**src/rtl/irq_pulse_pkg.sv**
```systemverilog
package irq_pulse_pkg;
  typedef enum logic [1:0] {
    PER_64HZ = 2'd0,
    PER_SEC  = 2'd1,
    PER_MIN  = 2'd2,
    PER_HOUR = 2'd3
  } period_e;

  localparam int unsigned DEF_PULSE_TICKS = 256;
endpackage

```
**src/rtl/irq_event_sel.sv**
```systemverilog
module irq_event_sel
  import irq_pulse_pkg::*;
(
  input  logic       tick_64hz,
  input  logic       sec_carry,
  input  logic       min_carry,
  input  logic       hour_carry,
  input  logic [1:0] period_sel,
  output logic       event_hit
);
  logic [3:0] srcs;
  assign srcs = {hour_carry, min_carry, sec_carry, tick_64hz};

  always_comb begin
    case (period_e'(period_sel))
      PER_64HZ: event_hit = srcs[0];
      PER_SEC:  event_hit = srcs[1];
      PER_MIN:  event_hit = srcs[2];
      default:  event_hit = srcs[3];
    endcase
  end
endmodule

```
**src/rtl/irq_width_timer.sv**
```systemverilog
module irq_width_timer #(
  parameter int unsigned PULSE_TICKS = 256,
  localparam int unsigned CNT_W = $clog2(PULSE_TICKS + 1)
) (
  input  logic clk,
  input  logic rst,
  input  logic load,
  input  logic drop,
  input  logic run,
  input  logic tick,
  output logic expire,
  output logic [CNT_W-1:0] remain
);
  localparam logic [CNT_W-1:0] LOAD_VAL = CNT_W'(PULSE_TICKS);
  localparam logic [CNT_W-1:0] ONE      = CNT_W'(1);

  logic [CNT_W-1:0] cnt_q;

  assign expire = run && tick && (cnt_q == ONE);
  assign remain = cnt_q;

  always_ff @(posedge clk) begin
    if (rst) begin
      cnt_q <= '0;
    end else if (drop) begin
      cnt_q <= '0;
    end else if (load) begin
      cnt_q <= LOAD_VAL;
    end else if (run && tick) begin
      cnt_q <= cnt_q - ONE;
    end
  end
endmodule

```
**src/rtl/irq_flag_ctrl.sv**
```systemverilog
module irq_flag_ctrl (
  input  logic clk,
  input  logic rst,
  input  logic event_hit,
  input  logic expire,
  input  logic irq_mode,
  input  logic mask,
  input  logic stop,
  input  logic flag_clr,
  output logic set_flag,
  output logic drop_flag,
  output logic timer_run,
  output logic flag_q,
  output logic release_q
);
  logic frozen;
  logic flag_nxt;

  assign frozen    = !irq_mode && stop;
  assign timer_run = flag_q && !irq_mode && !stop && !mask;

  always_comb begin
    flag_nxt  = flag_q;
    set_flag  = 1'b0;
    drop_flag = 1'b0;
    if (mask) begin
      flag_nxt  = 1'b0;
      drop_flag = 1'b1;
    end else if (frozen) begin
      flag_nxt  = flag_q;
    end else if (flag_clr) begin
      flag_nxt  = 1'b0;
      drop_flag = 1'b1;
    end else if (!flag_q && event_hit) begin
      flag_nxt  = 1'b1;
      set_flag  = 1'b1;
    end else if (expire) begin
      flag_nxt  = 1'b0;
      drop_flag = 1'b1;
    end
  end

  always_ff @(posedge clk) begin
    if (rst) begin
      flag_q    <= 1'b0;
      release_q <= 1'b1;
    end else begin
      flag_q    <= flag_nxt;
      release_q <= !flag_nxt;
    end
  end
endmodule

```
**src/rtl/irq_pulse_gen.sv**
```systemverilog
module irq_pulse_gen
  import irq_pulse_pkg::*;
#(
  parameter int unsigned PULSE_TICKS = DEF_PULSE_TICKS
) (
  input  logic       clk,
  input  logic       rst,
  input  logic       tick_32k,
  input  logic       tick_64hz,
  input  logic       sec_carry,
  input  logic       min_carry,
  input  logic       hour_carry,
  input  logic [1:0] period_sel,
  input  logic       irq_mode,
  input  logic       mask,
  input  logic       stop,
  input  logic       flag_clr,
  output logic       out_release,
  output logic       irq_flag
);
  localparam int unsigned CNT_W = $clog2(PULSE_TICKS + 1);

  logic event_hit;
  logic expire;
  logic set_flag;
  logic drop_flag;
  logic timer_run;
  logic flag_q;
  logic release_q;
  logic [CNT_W-1:0] remain;

  irq_event_sel u_sel (
    .tick_64hz (tick_64hz),
    .sec_carry (sec_carry),
    .min_carry (min_carry),
    .hour_carry(hour_carry),
    .period_sel(period_sel),
    .event_hit (event_hit)
  );

  irq_width_timer #(.PULSE_TICKS(PULSE_TICKS)) u_timer (
    .clk   (clk),
    .rst   (rst),
    .load  (set_flag),
    .drop  (drop_flag),
    .run   (timer_run),
    .tick  (tick_32k),
    .expire(expire),
    .remain(remain)
  );

  irq_flag_ctrl u_ctrl (
    .clk      (clk),
    .rst      (rst),
    .event_hit(event_hit),
    .expire   (expire),
    .irq_mode (irq_mode),
    .mask     (mask),
    .stop     (stop),
    .flag_clr (flag_clr),
    .set_flag (set_flag),
    .drop_flag(drop_flag),
    .timer_run(timer_run),
    .flag_q   (flag_q),
    .release_q(release_q)
  );

  assign out_release = release_q;
  assign irq_flag    = flag_q;
endmodule

```
**config.mk**
```make
export PLATFORM = sky130hd
export DESIGN_NAME = irq_pulse_gen
export DESIGN_NICKNAME = d
export VERILOG_FILES = /design/src/rtl/irq_pulse_pkg.sv /design/src/rtl/irq_event_sel.sv /design/src/rtl/irq_width_timer.sv /design/src/rtl/irq_flag_ctrl.sv /design/src/rtl/irq_pulse_gen.sv
export SDC_FILE = /design/constraint.sdc
export NUM_CORES = 1
export LEC_CHECK = 0
export BUFFER_PORTS_ARGS = -buffer_cell sky130_fd_sc_hd__buf_2
export CAP_MARGIN = 40
export CORE_MARGIN = 2
export CORE_UTILIZATION = 45
export DETAILED_ROUTE_END_ITERATION = 7
export PLACE_DENSITY_LB_ADDON = 0.15
export SYNTH_ARGS = -nofsm -noshare
export SYNTH_HDL_FRONTEND = slang
export SYNTH_SLANG_ARGS = --single-unit
```
**constraint.sdc**
```tcl
create_clock -name clk -period 1.35 [get_ports clk]
set_input_delay 0 -clock clk [delete_from_list [all_inputs] [get_ports clk]]
set_output_delay 0 -clock clk [all_outputs]
set_load 0.005 [all_outputs]
```
## Yosys cells after proc, flatten, opt, wreduce, memory -nomap -nowiden

Cells that the tools add are included.

| operators by class | value |
|---|---|
| $mul | 0 |
| reduce and logical (&&, ||, !) cells | 16 |
| equal/unequal tests | 3 |
| bitwise gates (word level) | 0 |
| mux-type cells | 17 |
| $add $sub $neg | 1 |
| div/mod/pow operators | 0 |
| shift-type cells | 0 |
| order comparisons | 0 |

Operators by type and width:

| operator | count |
|---|---|
| two-way mux 9 bit | 2 |
| two-way mux 1 bit | 14 |
| == test 9 x 1 -> 1 bit, second input constant | 1 |
| subtractor 9 x 1 -> 9 bit, second input constant | 1 |
| logical AND 1 bit | 7 |
| logical NOT 1 bit | 5 |
| case mux 1 bit (3 select lines) | 1 |
| OR reduction 3 bit | 1 |
| == test 2 x 1 -> 1 bit, second input constant | 1 |
| == test 2 bit, second input constant | 1 |
| logical NOT 2 bit | 1 |
| nonzero test 2 bit | 1 |
| OR reduction 2 bit | 1 |

| storage, ports and cells | value |
|---|---|
| ROM bits | 0 |
| memories | 0 |
| latch bits | 0 |
| word-level logic and storage cells | 41 |
| input bits | 13 |
| output and inout bits | 2 |
| register bits | 11 |
| RAM bits | 0 |

## Logic depth before layout (Yosys ltp)

Gate-level depths: netlist of the first run.

| logic depth | value |
|---|---|
| depth in word-level cells | 12 |
| depth in mapped cells | 5 |
| gate-level depth less buffers | 5 |

## Cells and area by module

Synthesis of the first run repeated with hierarchy kept, for this count alone.

| second synthesis, totals | value |
|---|---|
| cells, all modules | 68 |
| area, all modules | 601.8 µm² |

By module, submodules not included:

| module | instances | cells each | area an instance (µm²) | sequential area each (µm²) |
|---|---|---|---|---|
| irq_width_timer | 1 | 54 | 470.5 | 180.2 |
| irq_flag_ctrl | 1 | 13 | 108.9 | 40.0 |
| irq_event_sel | 1 | 1 | 22.5 | 0.0 |

## Worst setup path after synthesis of the first run

No wires, ideal clock.

| timing | value |
|---|---|
| path kind | register to register |
| from | reg u_timer.cnt_q[2] (netlist: u_timer.remain[2]) |
| to | reg u_timer.cnt_q[1] (netlist: u_timer.remain[1]) |
| slack | 0.028 ns |
| period minus slack after synthesis | 1.322 ns |
| stages on the path, launching flop included | 5 |
| setup time | 0.136 ns |
| buffers on the path | 0 |
| arrival time | 1.186 ns |
| required time | 1.214 ns |
| path through | dfxtp_1 -> nor4b_4 -> nand2_1 -> o211ai_4 -> a311oi_2 |

| between the ends | value |
|---|---|
| cells in the longest elaborated chain, start to end | 8 |

Ends and longest elaborated chain:

| what | RTL line | source |
|---|---|---|
| start, declared | irq_width_timer.sv:17 | `logic [CNT_W-1:0] cnt_q;` |
| start signal, assigned | irq_width_timer.sv:30 | `cnt_q <= cnt_q - ONE;` |
| == test 9 x 1 -> 1 bit | irq_width_timer.sv:19 | `assign expire = run && tick && (cnt_q == ONE);` |
| logical AND 1 bit | irq_width_timer.sv:19 |  |
| two-way mux 1 bit | irq_flag_ctrl.sv:37 | `end else if (expire) begin` |
| two-way mux 1 bit | irq_flag_ctrl.sv:34 | `end else if (!flag_q && event_hit) begin` |
| two-way mux 1 bit | irq_flag_ctrl.sv:31 | `end else if (flag_clr) begin` |
| two-way mux 1 bit | irq_flag_ctrl.sv:29 | `end else if (frozen) begin` |
| two-way mux 1 bit | irq_flag_ctrl.sv:26 | `if (mask) begin` |
| OR reduction 3 bit (no source line) | -- |  |

No other way between the ends.
A chain may end at the register's enable or synchronous reset.

## Final worst setup path of the first run

| timing | value |
|---|---|
| from | reg u_timer.cnt_q[7] (netlist: u_timer.remain[7]) |
| to | reg u_timer.cnt_q[1] (netlist: u_timer.remain[1]) |

Same word-level chain as after synthesis.

==> results_dict.tcl, run 1 <==
set metrics [dict create \
    clk_transition_reported_paths_ps 70 \
    stdcell_area_um2 813.3 \
    firstDrtPassIters 2 \
    synth-seq-cells 11 \
    cts_tree "yes" \
    postRouteAntennaNets 0 \
    cts_max_level 1 \
    finalNetCount 103 \
    rsz0062_at_grt "yes" \
    drtIter0Drc 1 \
    final_max_slew_viol_count 0 \
    gp_congestion 0.7057 \
    cp_data_required_time_ps 1490 \
    hpwlAfterDp_um 1082 \
    min_from "rst" \
    grt_pass1_wl_um 2318 \
    area.sequential_um2 222.7 \
    max_freq_mhz 713.5 \
    hold_viol 0 \
    routedWlPerCell_um 13.96 \
    relSlewSlack_pct 75.36 \
    violations "setup timing" \
    netlist_instances 63 \
    num_vias 545 \
    cts_made_buffers 3 \
    p_leak_nw 0.3257 \
    root_buffer "clkbuf_4" \
    finish.utilization_pct 63.29 \
    timing.clock.skew_ps 2.847 \
    synth_nets 78 \
    synthToLayoutAreaGrowth_pct 32.65 \
    cts_buffer_depth 2 \
    core_area_mm2 0.001285 \
    tightest_slew_ps 368.9 \
    period_share_pct 103.8 \
    antenna_found_initial 0 \
    cts_sinks 11 \
    grt_max_degree 11 \
    crit_path_max_fanout 8 \
    layout_setup_ws_ps -51.52 \
    grtUsageTotal_pct 23.36 \
    pin_count 15 \
    port_buffers 14 \
    maxCapViolations 0 \
    synth_area_um2 613.1 \
    grt_overflow 0 \
    drc 0 \
    grt_pass1_vias 516 \
    min_path_type "in -> reg" \
    synth_warnings 0 \
    cp-startpoint "u_timer.remain[7]$_SDFFE_PP0P_" \
    r2r_start "u_timer.remain[7]$_SDFFE_PP0P_" \
    dieArea_mm2 0.001674 \
    end_kind "flop" \
    start_util_pct 47.71 \
    layout_common_cells "14 x buf_2, 10 x nor2_1, 9 x dfxtp_1" \
    num_rows 13 \
    insertedDiodeCount 0 \
    period_needed_ps 1402 \
    layout_commonest_cell "buf_2" \
    critPathKind "reg -> reg" \
    die_x_um 40.91 \
    routed_via_density 5.343 \
    yosysUniqueCellTypes 26 \
    arrival_ps 1540 \
    power_density_mw_per_mm2 782.6 \
    post-place-ws_ps -80.12 \
    min_path_cells 4 \
    status "finished, violations left" \
    startpoint_type "flop" \
    vdd_ir_drop_max_mv 0.5804 \
    wirelength_um 1424 \
    setup_viol 10 \
    multi_input_area_um2 411.6 \
    fill_cells 117 \
    avgSynthCellArea_um2 9.732 \
    drive_gt1_share_pct 42.53 \
    clock_latency_ps 270 \
    seq_area_frac_synth_pct 35.92 \
    r2r_cells 4 \
    dpl_cell_area_um2 742.0 \
    die_h_um 40.91 \
]
## area by class of cell
class | count | share of cell area [%]
inverters | 3 | 1.385
clock buffers | 4 | 3.231
well taps | 15 | 2.308
flip-flops and latches | 11 | 27.38
multi-input cells | 48 | 50.62
repair buffers | 21 | 15.08
## cells in the mapped netlist
library cell,n,area share (%)
dfxtp_1,11,36
nor2_1,10,6.1
xor2_1,7,10
a21oi_1,3,2.4
inv_1,3,1.8
nand2_1,3,1.8
nand4_1,3,3.1
nand4b_1,3,4.3
ha_1,2,4.1
nand3_1,2,1.6
a211oi_4,1,3.3
a21o_1,1,1.2
a311oi_2,1,2.4
buf_2,1,0.82
mux4_2,1,3.7
nand2b_1,1,1.0
nand3_2,1,1.6
nor2b_1,1,1.0
nor3_1,1,0.82
nor3b_1,1,1.2
nor4_1,1,1.0
nor4b_4,1,3.9
o211ai_4,1,3.5
o21ai_1,1,0.82
or2_2,1,1.0
xnor2_1,1,1.4
## logic make-up (layout without fill, tap and decap cells)
family | Yosys count | in the layout | share of synthesized area, %
simple gates | 29 | 29 | 28.58
flops | 11 | 11 | 35.92
compound gates | 8 | 8 | 13.67
xor+xnor | 8 | 8 | 11.43
buf+inv | 4 | 28 | 2.652
fa+ha+maj | 2 | 2 | 4.081
mux | 1 | 1 | 3.673
## report_power, final
part | leakage (nW) | switching [W] | internal [W]
clock network | 0.0150 | 0.000111 | 0.000115
logic | 0.221 | 0.0000434 | 0.0000385
registers | 0.0898 | 0.00000177 | 0.000327
total | 0.326 | 0.000156 | 0.000481
## worst max-delay path, stage by stage (launching register included)
cell,delay (ps)
dfxtp_1,350
nor4_4,290
nand4b_1,210
o211ai_4,340
a311oi_2,70
## worst paths after layout
check	end	slack, ps
setup / recovery	u_timer.remain[1]$_SDFFE_PP0P_	-50
hold / removal	u_ctrl.flag_q$_SDFF_PP0_	30
setup reg to reg	u_timer.remain[1]$_SDFFE_PP0P_	-50
hold reg to reg	u_ctrl.flag_q$_SDFF_PP0_	500
## state kept, by name (all words and copies together), names as in the netlist
register,cells
u_timer.remain,9
u_ctrl.release_q,1
u_ctrl.flag_q,1
## metrics by stage
step / cells / total power [W] / hold WS (ps) / TNS (ps)
final: 102 / 0.0006365 / 33.17 / -307.9
after global routing: 102 / 0.0006713 / 33.94 / -831.3
after CTS: 102 / 0.0006439 / 37.95 / -209.3
after detailed placement: 97 / 0.0004143 / 387.0 / -585.0
after global placement: 97 / 0.0004096 / 382.7 / -280.3
after floorplan: 63 / 0.0003767 / 177.5 / 0
## layer usage
metal  vias to the layer above  share of wire [%]  global-route usage, %
li1                        270                  -                      -
met1                       261                 38                  23.84
met2                         7                 55                  39.06
met3                         7                3.2                  10.33
met4                         0                3.4                  13.33
met5                         -                  0                      0
## repair_timing
item	4_1_cts	5_1_grt
buffers inserted	1	0
endpoints found under the setup margin	8	11
resized for setup	4	4
pin swaps	7	5
gates cloned	0	0
hold endpoints to repair	0	0
hold buffers	0	0
Power figures use the tool's default switching activity.
==> run 2, diff against run 1 <==
REMOVE_ABC_BUFFERS = 1   (was default)
==> results_dict.tcl, run 2 (synthesis results as in run 1) <==
set metrics [dict create \
    largest_reg_flops 9 \
    crit_path_max_fanout 8 \
    tightest_slew_ps 355.1 \
    hpwlAfterDp_um 918.6 \
    period_needed_ps 1338 \
    max_freq_mhz 747.3 \
    start_util_pct 47.71 \
    end_kind "flop" \
    grtUsageTotal_pct 17.65 \
    period_share_pct 99.13 \
    root_buffer "clkbuf_4" \
    arrival_ps 1470 \
    drive_gt1_share_pct 40.23 \
    startpoint_type "flop" \
    postRouteAntennaNets 0 \
    pin_count 15 \
    clock_latency_ps 260 \
    cts_tree "yes" \
    cts_made_buffers 3 \
    relSlewSlack_pct 76.28 \
    power_density_mw_per_mm2 777.7 \
    antenna_found_initial 0 \
    cts_max_level 1 \
    p_total_w 0.0006208 \
    die_h_um 40.91 \
    status "completed" \
    clk_transition_reported_paths_ps 70 \
    finalNetCount 103 \
    dp_cells 97 \
    rsz0062_at_grt "yes" \
    hold_viol 0 \
    die_x_um 40.91 \
    core_area_mm2 0.001285 \
    insertedDiodeCount 0 \
    layout_common_cells "14 x buf_2, 10 x nor2_1, 9 x dfxtp_1" \
    p_leak_nw 0.3255 \
    dieArea_mm2 0.001674 \
    cp_data_required_time_ps 1480 \
    fin_hold_ws_ps 117.5 \
    wirelength_um 1152 \
    fill_cells 119 \
    num_vias 517 \
    vdd_ir_drop_max_mv 0.4922 \
    num_rows 13 \
    maxCapViolations 0 \
    grt_pass1_wl_um 1897 \
    min_path_type "in -> reg" \
    routed_via_density 5.069 \
    cts_sinks 11 \
    layout_commonest_cell "buf_2" \
    setup_viol 0 \
    fin_cells 102 \
    routedWlPerCell_um 11.29 \
    firstDrtPassIters 4 \
    drc 0 \
    timing.clock.skew_ps 2.055 \
    cts_buffer_depth 2 \
    final_max_slew_viol_count 0 \
    critPathKind "reg -> reg" \
    grt_pass1_vias 480 \
    grt_overflow 0 \
    synthToLayoutAreaGrowth_pct 30.20 \
    grt_max_degree 11 \
    gp_congestion 0.7067 \
    drtIter0Drc 9 \
    port_buffers 14 \
]
==> run 2: cell counts in the layout (fill, tap and decap cells not counted) <==
No cell type changed its count.
==> run 2: worst max-delay path, cell delays in order (launching register included) <==
cell and delay (ps):
dfxtp_2 340, nor4_4 280, nand4b_1 200, o211ai_4 320, a311oi_2 80
==> run 2: final cells by class <==
cell class | count | area, um^2 | share of cell area, %
clock buffer | 4 | 26.28 | 3.292
inverter | 3 | 11.26 | 1.411
multi-input combinational | 48 | 396.6 | 49.69
sequential | 11 | 222.7 | 27.90
tap | 15 | 18.77 | 2.351
timing repair buffer | 21 | 122.6 | 15.36
==> run 2: metrics by stage <==
step,worst slack [ps],cell area (um^2),setup TNS [ps],utilization [%]
2_1_floorplan,-512.1,608.1,-4965,-
3_3_place_gp,-39.16,742.0,-249.9,57.74
3_5_place_dp,-98.40,742.0,-679.9,57.74
4_1_cts,-28.32,784.5,-167.1,61.05
5_1_grt,-76.04,798.3,-548.7,62.12
6_report,11.81,798.3,0,62.12
==> run 2: power breakdown <==
group           total, W  switching (W)  internal [W]
Sequential      0.000329     0.00000183      0.000327
Combinational  0.0000739      0.0000369     0.0000370
Clock           0.000218       0.000104      0.000114
Total           0.000621       0.000143      0.000478
==> run 2: metal layers <==
metal	part of all wire [%]	wire [um]	GRT usage [%]
met5	0	0	0
met2	50	578	28.13
met4	0.87	10	7.500
met1	46	531	22.00
met3	2.8	32	4.891
==> run 2: worst paths after layout <==
path | slack [ps] | cells past startpoint | startpoint | end
setup reg to reg | 10 | 4 | u_timer.remain[7]$_SDFFE_PP0P_ | u_timer.remain[1]$_SDFFE_PP0P_
setup / recovery | 10 | 4 | u_timer.remain[7]$_SDFFE_PP0P_ | u_timer.remain[1]$_SDFFE_PP0P_
hold reg to reg | 510 | 2 | u_ctrl.flag_q$_SDFF_PP0_ | u_ctrl.flag_q$_SDFF_PP0_
hold / removal | 120 | 4 | rst | u_timer.remain[0]$_SDFFE_PP0P_
==> run 2: what timing repair did <==
action	CTS	global route
resized for setup	3	2
pin swaps	7	6
setup endpoints to repair	10	10
buffers inserted	0	1
hold buffers	0	0
==> run 3, diff against run 2 <==
clock period = 1.2 ns   (was 1.35 ns; I/O delays follow)
==> results_dict.tcl, run 3 (synthesis results as in run 1) <==
set metrics [dict create \
    status "finished, violations left" \
    violations "setup timing" \
    drtIter0Drc 11 \
    root_buffer "clkbuf_4" \
    end_kind "flop" \
    power_density_mw_per_mm2 838.3 \
    r2r_slack_ps -160 \
    vdd_ir_drop_max_mv 0.5532 \
    holdBufCountCts 0 \
    cts_tree "yes" \
    final_max_slew_viol_count 0 \
    cts_sinks 11 \
    r2r_cells 4 \
    routed_via_density 5.185 \
    arrival_ps 1510 \
    antenna_found_initial 0 \
    firstDrtPassIters 4 \
    finalNetCount 109 \
    min_path_type "in -> reg" \
    cp_data_required_time_ps 1350 \
    grtUsageTotal_pct 20.09 \
    timing.clock.skew_ps 4.357 \
    layout_commonest_cell "buf_2" \
    setup_viol 11 \
    period_needed_ps 1361 \
    drive_gt1_share_pct 45.16 \
    crit_path_max_fanout 8 \
    grt_max_degree 11 \
    startpoint_type "flop" \
    min_path_cells 4 \
    clock_latency_ps 270 \
    hold_viol 0 \
    fin_hold_ws_ps 32.37 \
    rsz0062_at_grt "yes" \
    num_vias 560 \
    synthToLayoutAreaGrowth_pct 39.80 \
    post-place-ws_ps -244.6 \
    p_total_w 0.0007185 \
    insertedDiodeCount 0 \
    tightest_slew_ps 366.8 \
    routedWlPerCell_um 12.58 \
    cts_made_buffers 3 \
    dieArea_mm2 0.001674 \
    cpLargestDelayFamily "simple AND/OR/NAND/NOR gates" \
    clk_transition_reported_paths_ps 70 \
    slowest_delay_ps 340 \
    cts_max_level 1 \
    max_freq_mhz 734.6 \
    min_from "rst" \
    finish.utilization_pct 66.70 \
    port_buffers 14 \
    num_rows 13 \
    pin_count 15 \
    layout_common_cells "14 x buf_2, 13 x buf_4, 10 x nor2_1, 10 x dfxtp_1, 7 x xor2_1" \
    worst_path_max_delay_cell "dfxtp_2" \
    hold_end "u_ctrl.flag_q$_SDFF_PP0_" \
    relSlewSlack_pct 75.49 \
    die_h_um 40.91 \
    core_area_mm2 0.001285 \
    maxCapViolations 0 \
    wirelength_um 1359 \
    reg2reg_to "u_timer.remain[7]$_SDFFE_PP0P_" \
    cts_buffer_depth 2 \
    worst-path-buf-inv 0 \
    drc 0 \
    p_leak_nw 0.3545 \
    r2r_start "u_timer.remain[5]$_SDFFE_PP0P_" \
    postRouteAntennaNets 0 \
    path_cells "nor4_4 > nand4b_1 > o211ai_4 > nor2_1" \
    die_x_um 40.91 \
    grt_pass1_wl_um 2145 \
    start_util_pct 47.71 \
    gp_congestion 0.7156 \
    layout_setup_ws_ps -161.3 \
    critPathKind "reg -> reg" \
    period_share_pct 113.4 \
    grt_pass1_vias 550 \
    grt_overflow 0 \
    largest_reg_flops 9 \
]
==> run 3: changes by cell type in the layout (fill, tap and decap cells not counted) <==
cell,delta
dfxtp_2,-1
o21ai_4,+1
a21oi_1,-1
o21ai_1,-1
buf_4,+6
dfxtp_1,+1
a21oi_2,+1
==> run 3: metrics by stage <==
step	setup TNS, ps	instance area, um^2	cells
final	-1560	857.1	108
after detailed placement	-2235	779.5	102
after CTS	-1706	853.3	108
after global placement	-1851	779.5	102
after floorplan	-6615	608.1	62
after global routing	-2365	857.1	108
==> run 3: final cells by class <==
cell class,instances,area [um^2]
inverters,3,11.26
multi-input cells,48,411.6
fillers,112,427.9
clock buffers,4,26.28
well taps,15,18.77
flip-flops and latches,11,221.5
repair buffers,27,167.7
==> run 3: worst min-delay path, cell delays in order <==
cell	delay, ps
buf_2	100
a211oi_4	60
o21ai_4	70
a21oi_2	30
==> run 3: what timing repair did <==
| action | in CTS | in global routing |
|---|---|---|
| gates resized for setup | 6 | 1 |
| setup buffers | 2 | 0 |
| setup endpoints to repair | 11 | 11 |
| pin swaps | 10 | 3 |
==> run 3: where the power goes <==
group	total, W	internal (W)	switching [W]	leakage [nW]
Combinational	0.0000920	0.0000460	0.0000460	0.250
Sequential	0.000370	0.000368	0.00000229	0.0893
Clock	0.000256	0.000128	0.000128	0.0150
==> run 3: worst max path at each step <==
stage	cells past startpoint	slack [ps]	to	start
finish	4	-160	u_timer.remain[7]$_SDFFE_PP0P_	u_timer.remain[5]$_SDFFE_PP0P_
global route	4	-240	u_timer.remain[2]$_SDFFE_PP0P_	u_timer.remain[5]$_SDFFE_PP0P_
global placement	4	-200	u_timer.remain[1]$_SDFFE_PP0P_	u_timer.remain[6]$_SDFFE_PP0P_
CTS	4	-190	u_timer.remain[1]$_SDFFE_PP0P_	u_timer.remain[5]$_SDFFE_PP0P_
floorplan	4	-660	u_timer.remain[1]$_SDFFE_PP0P_	u_ctrl.flag_q$_SDFF_PP0_
detailed placement	4	-240	u_timer.remain[1]$_SDFFE_PP0P_	u_timer.remain[6]$_SDFFE_PP0P_
==> run 3: routing by layer <==
metal	routed length, um	global-route usage [%]	vias up
met5	0	0	-
met4	10	10.00	0
met3	32	3.261	2
met2	729	37.50	7
met1	586	21.19	269
li1	-	-	282
